### src/rtl/opmode_clk_pkg.sv
package opmode_clk_pkg;

  localparam int unsigned MODE_W = 3;

  typedef enum logic [MODE_W-1:0] {
    MODE_RESET = 3'd0,
    MODE_RUN   = 3'd1,
    MODE_HALT  = 3'd2,
    MODE_SLEEP = 3'd3,
    MODE_DEBUG = 3'd4
  } op_mode_e;

  function automatic logic mode_is_idle(op_mode_e m);
    return (m == MODE_HALT) || (m == MODE_SLEEP);
  endfunction

  function automatic logic mode_stalls(op_mode_e m);
    return (m == MODE_RESET) || mode_is_idle(m);
  endfunction

endpackage

### src/rtl/opmode_fsm.sv
module opmode_fsm
  import opmode_clk_pkg::*;
(
  input  logic     clk_i,
  input  logic     rst_ni,
  input  logic     rst_req_i,
  input  logic     boot_done_i,
  input  logic     halt_i,
  input  logic     sleep_i,
  input  logic     dbg_irq_i,
  input  logic     dbg_ret_i,
  input  logic     wake_i,
  output op_mode_e mode_o
);

  op_mode_e mode_q, mode_d;
  op_mode_e saved_q, saved_d;
  logic     pend_q, pend_d;

  always_comb begin
    mode_d  = mode_q;
    saved_d = saved_q;
    pend_d  = pend_q;
    if (rst_req_i) begin
      mode_d  = MODE_RESET;
      saved_d = MODE_RUN;
      pend_d  = 1'b0;
    end else begin
      unique case (mode_q)
        MODE_RESET: begin
          if (boot_done_i) mode_d = MODE_RUN;
        end
        MODE_RUN: begin
          if (dbg_irq_i) begin
            mode_d  = MODE_DEBUG;
            saved_d = MODE_RUN;
            pend_d  = 1'b0;
          end else if (sleep_i) begin
            mode_d = MODE_SLEEP;
          end else if (halt_i) begin
            mode_d = MODE_HALT;
          end
        end
        MODE_HALT, MODE_SLEEP: begin
          if (dbg_irq_i) begin
            mode_d  = MODE_DEBUG;
            saved_d = mode_q;
            pend_d  = wake_i;          // wake racing the debug entry is kept
          end else if (wake_i) begin
            mode_d = MODE_RUN;
          end
        end
        MODE_DEBUG: begin
          if (dbg_ret_i) begin
            mode_d = ((pend_q || wake_i) && mode_is_idle(saved_q)) ? MODE_RUN : saved_q;
            pend_d = 1'b0;
          end else begin
            pend_d = pend_q || wake_i;
          end
        end
        default: mode_d = MODE_RESET;
      endcase
    end
  end

  always_ff @(posedge clk_i or negedge rst_ni) begin
    if (!rst_ni) begin
      mode_q  <= MODE_RESET;
      saved_q <= MODE_RUN;
      pend_q  <= 1'b0;
    end else begin
      mode_q  <= mode_d;
      saved_q <= saved_d;
      pend_q  <= pend_d;
    end
  end

  assign mode_o = mode_q;

endmodule

### src/rtl/clksel_reg.sv
module clksel_reg #(
  parameter int unsigned NUM_SRC  = 4,
  parameter int unsigned BOOT_SRC = 0,
  localparam int unsigned SEL_W   = (NUM_SRC > 1) ? $clog2(NUM_SRC) : 1
) (
  input  logic             clk_i,
  input  logic             rst_ni,
  input  logic             rst_req_i,
  input  logic             load_i,
  input  logic [SEL_W-1:0] sel_i,
  output logic [SEL_W-1:0] sel_o
);

  localparam logic [SEL_W-1:0] BOOT_IDX = SEL_W'(BOOT_SRC);

  logic [SEL_W-1:0] sel_q;

  always_ff @(posedge clk_i or negedge rst_ni) begin
    if (!rst_ni)        sel_q <= BOOT_IDX;
    else if (rst_req_i) sel_q <= BOOT_IDX;
    else if (load_i)    sel_q <= sel_i;
  end

  assign sel_o = sel_q;

endmodule

### src/rtl/osc_gate.sv
module osc_gate
  import opmode_clk_pkg::*;
#(
  parameter int unsigned NUM_SRC  = 4,
  parameter int unsigned BOOT_SRC = 0,
  localparam int unsigned SEL_W   = (NUM_SRC > 1) ? $clog2(NUM_SRC) : 1
) (
  input  op_mode_e         mode_i,
  input  logic [SEL_W-1:0] sel_i,
  input  logic [NUM_SRC-1:0] stop_i,
  output logic [NUM_SRC-1:0] en_o
);

  logic in_reset, in_sleep;
  assign in_reset = (mode_i == MODE_RESET);
  assign in_sleep = (mode_i == MODE_SLEEP);

  for (genvar g = 0; g < NUM_SRC; g++) begin : g_src
    localparam logic [SEL_W-1:0] IDX = SEL_W'(g);
    localparam logic IS_BOOT = (g == BOOT_SRC);
    assign en_o[g] = in_reset ? IS_BOOT :
                     in_sleep ? ~stop_i[g] :
                                (sel_i == IDX);
  end

endmodule

### src/rtl/opmode_clk_ctrl.sv
module opmode_clk_ctrl
  import opmode_clk_pkg::*;
#(
  parameter int unsigned NUM_SRC  = 4,
  parameter int unsigned BOOT_SRC = 0,
  localparam int unsigned SEL_W   = (NUM_SRC > 1) ? $clog2(NUM_SRC) : 1
) (
  input  logic               clk_i,
  input  logic               rst_ni,
  input  logic               rst_req_i,
  input  logic               boot_done_i,
  input  logic               halt_i,
  input  logic               sleep_i,
  input  logic               dbg_irq_i,
  input  logic               dbg_ret_i,
  input  logic               wake_i,
  input  logic               src_we_i,
  input  logic [SEL_W-1:0]   src_sel_i,
  input  logic [NUM_SRC-1:0] sleep_stop_i,
  output logic [MODE_W-1:0]  mode_o,
  output logic [NUM_SRC-1:0] osc_en_o,
  output logic [SEL_W-1:0]   sys_src_o,
  output logic               stall_o
);

  op_mode_e         mode;
  logic [SEL_W-1:0] sel;
  logic             sel_load;

  opmode_fsm u_fsm (
    .clk_i      (clk_i),
    .rst_ni     (rst_ni),
    .rst_req_i  (rst_req_i),
    .boot_done_i(boot_done_i),
    .halt_i     (halt_i),
    .sleep_i    (sleep_i),
    .dbg_irq_i  (dbg_irq_i),
    .dbg_ret_i  (dbg_ret_i),
    .wake_i     (wake_i),
    .mode_o     (mode)
  );

  // source changes only while running
  assign sel_load = src_we_i && (mode == MODE_RUN);

  clksel_reg #(.NUM_SRC(NUM_SRC), .BOOT_SRC(BOOT_SRC)) u_sel (
    .clk_i    (clk_i),
    .rst_ni   (rst_ni),
    .rst_req_i(rst_req_i),
    .load_i   (sel_load),
    .sel_i    (src_sel_i),
    .sel_o    (sel)
  );

  osc_gate #(.NUM_SRC(NUM_SRC), .BOOT_SRC(BOOT_SRC)) u_gate (
    .mode_i(mode),
    .sel_i (sel),
    .stop_i(sleep_stop_i),
    .en_o  (osc_en_o)
  );

  assign mode_o    = mode;
  assign sys_src_o = sel;
  assign stall_o   = mode_stalls(mode);

endmodule

### config.mk
export PLATFORM = sky130hd
export DESIGN_NAME = opmode_clk_ctrl
export DESIGN_NICKNAME = d
export VERILOG_FILES = /design/src/rtl/opmode_clk_pkg.sv /design/src/rtl/opmode_fsm.sv /design/src/rtl/clksel_reg.sv /design/src/rtl/osc_gate.sv /design/src/rtl/opmode_clk_ctrl.sv
export SDC_FILE = /design/constraint.sdc
export NUM_CORES = 1
export LEC_CHECK = 0
export BUFFER_PORTS_ARGS = -buffer_cell sky130_fd_sc_hd__buf_2
export CELL_PAD_IN_SITES_DETAIL_PLACEMENT = 1
export CELL_PAD_IN_SITES_GLOBAL_PLACEMENT = 1
export CORE_AREA = 8 8 55 57
export CTS_BUF_LIST = sky130_fd_sc_hd__clkbuf_4 sky130_fd_sc_hd__clkbuf_8 sky130_fd_sc_hd__clkbuf_16
export DETAILED_ROUTE_END_ITERATION = 8
export DIE_AREA = 0 0 63 65
export PLACE_DENSITY_LB_ADDON = 0.1
export REMOVE_ABC_BUFFERS = 1
export SYNTH_ARGS = -nofsm -noshare
export SYNTH_HDL_FRONTEND = slang
export SYNTH_SLANG_ARGS = --single-unit
### constraint.sdc
create_clock -name clk_i -period 1.72 [get_ports clk_i]
set_input_delay 0.344 -clock clk_i [delete_from_list [all_inputs] [get_ports clk_i]]
set_output_delay 0.344 -clock clk_i [all_outputs]
set_load 0.005 [all_outputs]
==> results of run 1 <==
-- synthesized netlist by cell type (all sizes together) --
master	n	share of area, %
inv	3	1.7
o21ai	8	6.2
o21bai	1	1.2
nor2	14	8.1
dfrtp	8	31
dfstp	1	4.0
nor3	2	1.5
a31oi	1	0.96
o22ai	3	3.8
a32o	2	3.1
nor2b	1	0.96
mux2i	2	3.1
a21oi	4	3.1
a311o	1	1.5
nand2	14	8.1
nand4b	1	1.3
nor4b	2	2.7
clkbuf	5	3.1
a22o	1	1.3
o211ai	1	1.2
or4b	1	1.5
nand2b	5	4.8
nand3	1	0.77
nor3b	3	3.5
nand4bb	1	1.7
-- sequential cells by signal, summed over array words and instances (netlist names) --
register / count
u_fsm.mode_o: 3
u_fsm.saved_q: 3
u_sel.sel_o: 2
u_fsm.pend_q: 1
-- worst paths after layout --
path	from	endpoint	cells past startpoint
max	u_fsm.mode_o[0]$_DFFE_PN0P_	osc_en_o[1]	5
min	src_sel_i[1]	u_sel.sel_o[1]$_DFFE_PN0P_	3
max reg2reg	u_fsm.saved_q[2]$_DFFE_PN0P_	u_fsm.mode_o[0]$_DFFE_PN0P_	4
min reg2reg	u_fsm.saved_q[0]$_DFFE_PN1P_	u_fsm.saved_q[0]$_DFFE_PN1P_	2
max in group asynchronous	rst_ni	u_fsm.saved_q[0]$_DFFE_PN1P_	2
min in group asynchronous	rst_ni	u_fsm.saved_q[2]$_DFFE_PN0P_	2
-- routing by layer --
metal  routed length, um  global-route usage [%]  vias up
li1                    -                       -      379
met1                 903                   11.93      364
met2                1233                   21.25       17
met3                 127                   2.921        2
met4                   8                   4.274        0
met5                   0                       0        -
-- cells in the final DEF, fill, tap and decap left out, types with 2 or more instances in the layout --
cell type	synthesis	final
sky130_fd_sc_hd__clkbuf_4	0	4
sky130_fd_sc_hd__nand2_1	14	14
sky130_fd_sc_hd__dfrtp_1	8	5
sky130_fd_sc_hd__o21ai_1	0	3
sky130_fd_sc_hd__buf_4	0	9
sky130_fd_sc_hd__o22ai_1	2	2
sky130_fd_sc_hd__buf_6	0	2
sky130_fd_sc_hd__o21ai_0	8	5
sky130_fd_sc_hd__nor3b_1	3	2
sky130_fd_sc_hd__buf_2	0	25
sky130_fd_sc_hd__nor2_1	14	12
sky130_fd_sc_hd__nand2b_1	5	4
sky130_fd_sc_hd__a32o_1	2	2
sky130_fd_sc_hd__nor3_1	2	2
sky130_fd_sc_hd__nor2_2	0	2
sky130_fd_sc_hd__a21oi_1	4	4
sky130_fd_sc_hd__inv_1	3	3
sky130_fd_sc_hd__mux2i_1	2	2
sky130_fd_sc_hd__dfrtp_2	0	3
-- kinds of logic (layout without fill, tap and decap cells) --
logic type | Yosys count | after routing | synth area share, %
AND/OR/NAND/NOR | 45 | 45 | 35.00
AO/OA/AOI/OAI | 22 | 22 | 22.31
flip-flops | 9 | 9 | 34.81
buffers and inverters | 8 | 44 | 4.806
multiplexers | 2 | 2 | 3.077
-- through the flow --
stage / TNS (ps) / std cells
floorplan: 0 / 81
global placement: 0 / 140
detailed placement: 0 / 140
CTS: 0 / 150
global route: -85.36 / 150
finish: 0 / 150
-- report_power, final --
part / switching [mW] / total [mW] / leakage [nW] / internal [mW]
Combinational: 0.120 / 0.237 / 0.310 / 0.117
Clock: 0.0815 / 0.187 / 0.0184 / 0.105
Sequential: 0.0174 / 0.242 / 0.116 / 0.225
Total: 0.219 / 0.666 / 0.444 / 0.447
-- worst max-delay path: stages, from the launching register on --
cell and delay (ps):
sky130_fd_sc_hd__dfrtp_2 440, sky130_fd_sc_hd__buf_4 160, sky130_fd_sc_hd__nor3b_2 150, sky130_fd_sc_hd__o21ai_1 110, sky130_fd_sc_hd__o21ai_1 80, sky130_fd_sc_hd__buf_2 130
-- layout make-up --
type / count / area share (%)
multi-input combinational: 69 / 43.93
sequential: 9 / 24.27
timing repair buffer: 37 / 23.75
tap: 28 / 3.694
clock buffer: 4 / 3.166
inverter: 3 / 1.187
-- repair_timing --
item / in CTS / in global routing
pin swaps: 0 / 1
endpoints found under the hold margin: 8 / 0
hold buffers: 1 / 0
gates cloned: 0 / 0
endpoints found under the setup margin: 4 / 5
resized for setup: 3 / 10
setup buffers: 5 / 0
==> impl_metrics.toml, run 1 <==
[setup_path]
cp_max_fo = 5
critical_path.endpoint_type = "output port"
worstPathArrival_ps = 1320
timing_worst_setup_path_type = "reg2out"
start_kind = "flip-flop"
critPathRequiredTime_ps = 1380
reg2reg_setup_slack_ps = 120

[route]
drc = 0
routed_wirelength_um = 2273
firstDrtPassIters = 3
via_count = 762
detail_route.iter0.violations = 16
drt-wirelength-per-cell_um = 15.15
antenna_violating_nets_post_route = 0
drt-vias-per-instance = 5.080

[place]
gpl.final_weighted_congestion = 0.8180
pre_cts_ws_ps = 144.1
placed_cell_area_sq_um = 835.8
io_buffer_count = 25
dp_hpwl_um = 1683

[flow_run]
drv.max_cap_violation_count = 0

[finish]
syn2layout_area_growth_pct = 45.77
stdcell_area_sq_um = 948.4
n_antenna_cell = 0
register_area_sq_um = 230.2
multiInputGateArea_sq_um = 416.7
layout.filler_cells = 278
layout-drive-gt1-share_pct = 40.98
final_net_count = 139
postLayoutCoreUtil_pct = 44.15

[timing]
setup_viol = 0
final_hold_vio_count = 0
min_period_over_period_pct = 96.59
final.hold.worst_slack_ps = 327.2
skew_ps = 4.846
timing.slew.headroom_pct = 68.94
tightestPinTransition_ps = 464.9
timing.final.crit_period_ps = 1661
fmax_ghz = 0.6019
final_critical_path_setup_slack_ps = 58.61
drv_slew = 0
unrepaired_setup_endpoints_after_global_routing = "true"

[status]
outcome = "finished, final reports clean"

[grt]
first_pass_grt_wire_length_um = 3864
grt_max_degree = 14
globalRouteOverflowTotal = 0
grt_use_total_pct = 11.36
via_count_of_the_first_global_routing_pass = 843
antenna_found_initial = 0

[floorplan]
placement_rows = 17
dieArea_sq_um = 4095
number_of_top_level_pins = 26
core_sq_um = 2148
die_w_um = 63
die_height_um = 65
initial_utilization_pct = 30.29

[pwr]
power.density_nw_per_um2 = 702.2
max-vdd-ir-drop_uv = 411.1
report.power.total_mw = 0.6660
leakage_nw = 0.4444

[clock_tree]
cts-buffers-inserted = 3
clock_tree.htree_level_count = 1
clock-sinks = 9
clk_latency_ps = 260
ctsRootBufferMaster = "sky130_fd_sc_hd__clkbuf_4"
ctsLongestPathBuffers = 2
clkSlewWorstSetupHoldPaths_ps = 70
cts_tree = "built"

[logic_synthesis]
synth.lib_cells_used.distinct = 27
synth.yosys.warnings = 0
ys_ff_latch = 9
syn-instance-count = 86
syn_area_sq_um = 650.6
part_of_the_yosys_area_used_for_sequential_elements_pct = 34.81
syn-mean-instance-area_sq_um = 7.565

[min_path]
worst_hold_path_type = "in2reg"
Power figures use the tool's default switching activity.
==> run 2: changes to the inputs <==
- CORE_AREA: 8 8 55 57 -> 8 8 54 56
- CTS_CLUSTER_SIZE: not set -> 40
- DIE_AREA: 0 0 63 65 -> 0 0 62 64
- GPL_TIMING_DRIVEN: not set -> 0
- SYNTH_HIERARCHICAL: not set -> 1
==> impl_metrics.toml, run 2 <==
[clock_tree]
clk_latency_ps = 260
ctsRootBufferMaster = "sky130_fd_sc_hd__clkbuf_4"
cts-buffers-inserted = 3
cts_tree = "built"
clock-sinks = 9
clock_tree.htree_level_count = 1
clkSlewWorstSetupHoldPaths_ps = 60
ctsLongestPathBuffers = 2

[route]
antenna_violating_nets_post_route = 0
detail_route.iter0.violations = 10
drt-vias-per-instance = 5.147
drc = 0
firstDrtPassIters = 4
via_count = 700
drt-wirelength-per-cell_um = 14.67
routed_wirelength_um = 1995

[finish]
layout-drive-gt1-share_pct = 40.74
stdcell_area_sq_um = 873.3
mostFrequentLayoutCell = "sky130_fd_sc_hd__buf_2"
n_antenna_cell = 0
postLayoutCoreUtil_pct = 41.47
final_net_count = 125
syn2layout_area_growth_pct = 33.72
layout.filler_cells = 276
commonest_non_fill_non_tap_cells_in_the_layout = "sky130_fd_sc_hd__buf_2 (25), sky130_fd_sc_hd__nand2_1 (9), sky130_fd_sc_hd__o21ai_0 (8)"

[logic_synthesis]
synth-simple-area-share_pct = 25.10
ys.flop_type = "sky130_fd_sc_hd__dfrtp_1"
part_of_the_yosys_area_used_for_sequential_elements_pct = 34.67
synth.lib_cells_used.distinct = 34
netlist.top_cell.by_area = "sky130_fd_sc_hd__dfrtp_1"
syn-mean-instance-area_sq_um = 8.482
yosys-mux-area-fraction_pct = 3.065
synthXorXnorAreaFrac_pct = 0
synth.yosys.warnings = 6
ys_top_cells_by_count = "sky130_fd_sc_hd__nand2_1 (9), sky130_fd_sc_hd__dfrtp_1 (8), sky130_fd_sc_hd__o21ai_0 (8)"
combinational_family_with_the_most_area_after_synthesis = "compound AO/OA/AOI/OAI gates"
postSynth.asyncResetShare_pct = 100.0
synth.most_common_cell = "sky130_fd_sc_hd__nand2_1"
ys_top_cells_by_area = "sky130_fd_sc_hd__dfrtp_1 (31%), sky130_fd_sc_hd__o21ai_0 (6.1%), sky130_fd_sc_hd__o32a_1 (6.1%)"
syn-instance-count = 77
synth_edf_count = 0
syn_area_sq_um = 653.1
complex_gate_fraction_of_the_synthesized_area_pct = 31.03
synth_largest_type_area_fraction_pct = 30.65
synth-adder-area-share_pct = 0
ys_ff_latch = 9

[timing]
drv_slew = 0
final.hold.worst_slack_ps = 313.1
timing.final.crit_period_ps = 1657
setup_viol = 0
unrepaired_setup_endpoints_after_global_routing = "false"
min_period_over_period_pct = 96.33
skew_ps = 7.305
timing.slew.headroom_pct = 79.12
tightestPinTransition_ps = 310.3
final_hold_vio_count = 0
fmax_ghz = 0.6035

[pwr]
power.density_nw_per_um2 = 688.7
report.power.total_mw = 0.6014
leakage_nw = 0.3959
max-vdd-ir-drop_uv = 487.0

[floorplan]
dieArea_sq_um = 3968
core_sq_um = 2106
number_of_top_level_pins = 26
initial_utilization_pct = 31.02
placement_rows = 17
die_w_um = 62
die_height_um = 64

[place]
dp_hpwl_um = 1475
gpl.final_weighted_congestion = 0.7360
io_buffer_count = 25
placed_cell_area_sq_um = 792.0

[setup_path]
start_kind = "flip-flop"
family_with_the_most_delay_on_the_worst_path = "flip-flops"
cp_max_fo = 6
crit_path_max_incr_delay_ps = 440
critical_path.slowest_cell = "sky130_fd_sc_hd__dfrtp_2"
worstPathArrival_ps = 1310
critical_path.endpoint_type = "output port"
critPathBufInv = 1
timing.critical_path.cells = "or2b_1, o32a_1, o21ai_0, buf_2"
timing_worst_setup_path_type = "reg2out"
critPathRequiredTime_ps = 1380

[status]
outcome = "finished, final reports clean"

[grt]
grt_use_total_pct = 10.56
globalRouteOverflowTotal = 0
grt_max_degree = 15
antenna_found_initial = 0
via_count_of_the_first_global_routing_pass = 714
first_pass_grt_wire_length_um = 3270

[flow_run]
drv.max_cap_violation_count = 0

[min_path]
worst_hold_path_type = "in2reg"
run 2: cell count changes after synthesis, sizes merged, moves of 3 or more:
cell / delta
buf: +3
clkbuf: -5
nand2: -5
nor2: -7
nor3b: -3
o22ai: -3
o32a: +4
run 2: power breakdown:
part / leakage, nW / switching, mW / total (mW) / internal [mW]
sequential: 0.112 / 0.0167 / 0.243 / 0.227
combinational: 0.266 / 0.107 / 0.199 / 0.0919
clock: 0.0177 / 0.0733 / 0.159 / 0.0856
run 2: final cells by class:
type | instances | area, sq um | share of cell area [%]
Clock buffer | 3 | 22.52 | 2.579
Clock inverter | 1 | 5.005 | 0.5731
Inverter | 5 | 18.77 | 2.149
Multi-Input combinational cell | 60 | 394.1 | 45.13
Sequential cell | 9 | 232.7 | 26.65
Tap cell | 28 | 35.03 | 4.011
Timing Repair Buffer | 30 | 165.2 | 18.91
run 2: metal layers:
metal / GRT usage (%) / vias to the layer above / routed length (um)
met5: 0 / - / 0
met4: 3.419 / 0 / 10
met3: 2.200 / 2 / 112
met2: 17.21 / 12 / 927
met1: 13.21 / 333 / 944
li1: - / 353 / -
run 2: kinds of logic (layout without fill, tap and decap cells):
group	Yosys count	after routing
and+or+nand+nor	30	30
AOI/OAI and AO/OA	28	28
DFF	9	9
buffers and inverters	8	39
muxes	2	2
run 2: worst register-to-register path, stage by stage (launching register included):
cell and delay, ps:
sky130_fd_sc_hd__dfrtp_2 440, sky130_fd_sc_hd__buf_4 190, sky130_fd_sc_hd__or3b_1 390, sky130_fd_sc_hd__a211oi_2 290, sky130_fd_sc_hd__nand2_1 90, sky130_fd_sc_hd__o32ai_1 120
run 2: path summary, 6_finish.rpt:
| check | cells after the start | endpoint | start | slack, ps |
|---|---|---|---|---|
| setup / recovery | 4 | osc_en_o[1] | u_sel/sel_o[1]$_DFFE_PN0P_ | 60 |
| hold / removal | 2 | u_fsm/pend_q$_DFFE_PN0P_ | dbg_ret_i | 310 |
| setup reg to reg | 5 | u_fsm/mode_o[0]$_DFFE_PN0P_ | u_fsm/mode_o[1]$_DFFE_PN0P_ | 90 |
| hold reg to reg | 1 | u_fsm/saved_q[2]$_DFFE_PN0P_ | u_fsm/saved_q[2]$_DFFE_PN0P_ | 550 |
| max in group asynchronous | 2 | u_fsm/saved_q[0]$_DFFE_PN1P_ | rst_ni | 1030 |
| min in group asynchronous | 2 | u_fsm/saved_q[2]$_DFFE_PN0P_ | rst_ni | 450 |
run 2: metrics by stage:
step | cells | setup TNS, ps | setup slack [ps]
3_3_place_gp | 127 | -3.094 | -3.094
3_5_place_dp | 127 | -28.37 | -14.60
6_report | 136 | 0 | 63.08
5_1_grt | 136 | 0 | 1.260
4_1_cts | 136 | 0 | 29.41
2_1_floorplan | 74 | 0 | 284.1
run 2: what timing repair did:
item | CTS | global route
buffers inserted | 4 | 0
gates resized for setup | 3 | 3
endpoints found under the setup margin | 4 | 3
hold endpoints to repair | 8 | 0
hold buffers | 1 | 0
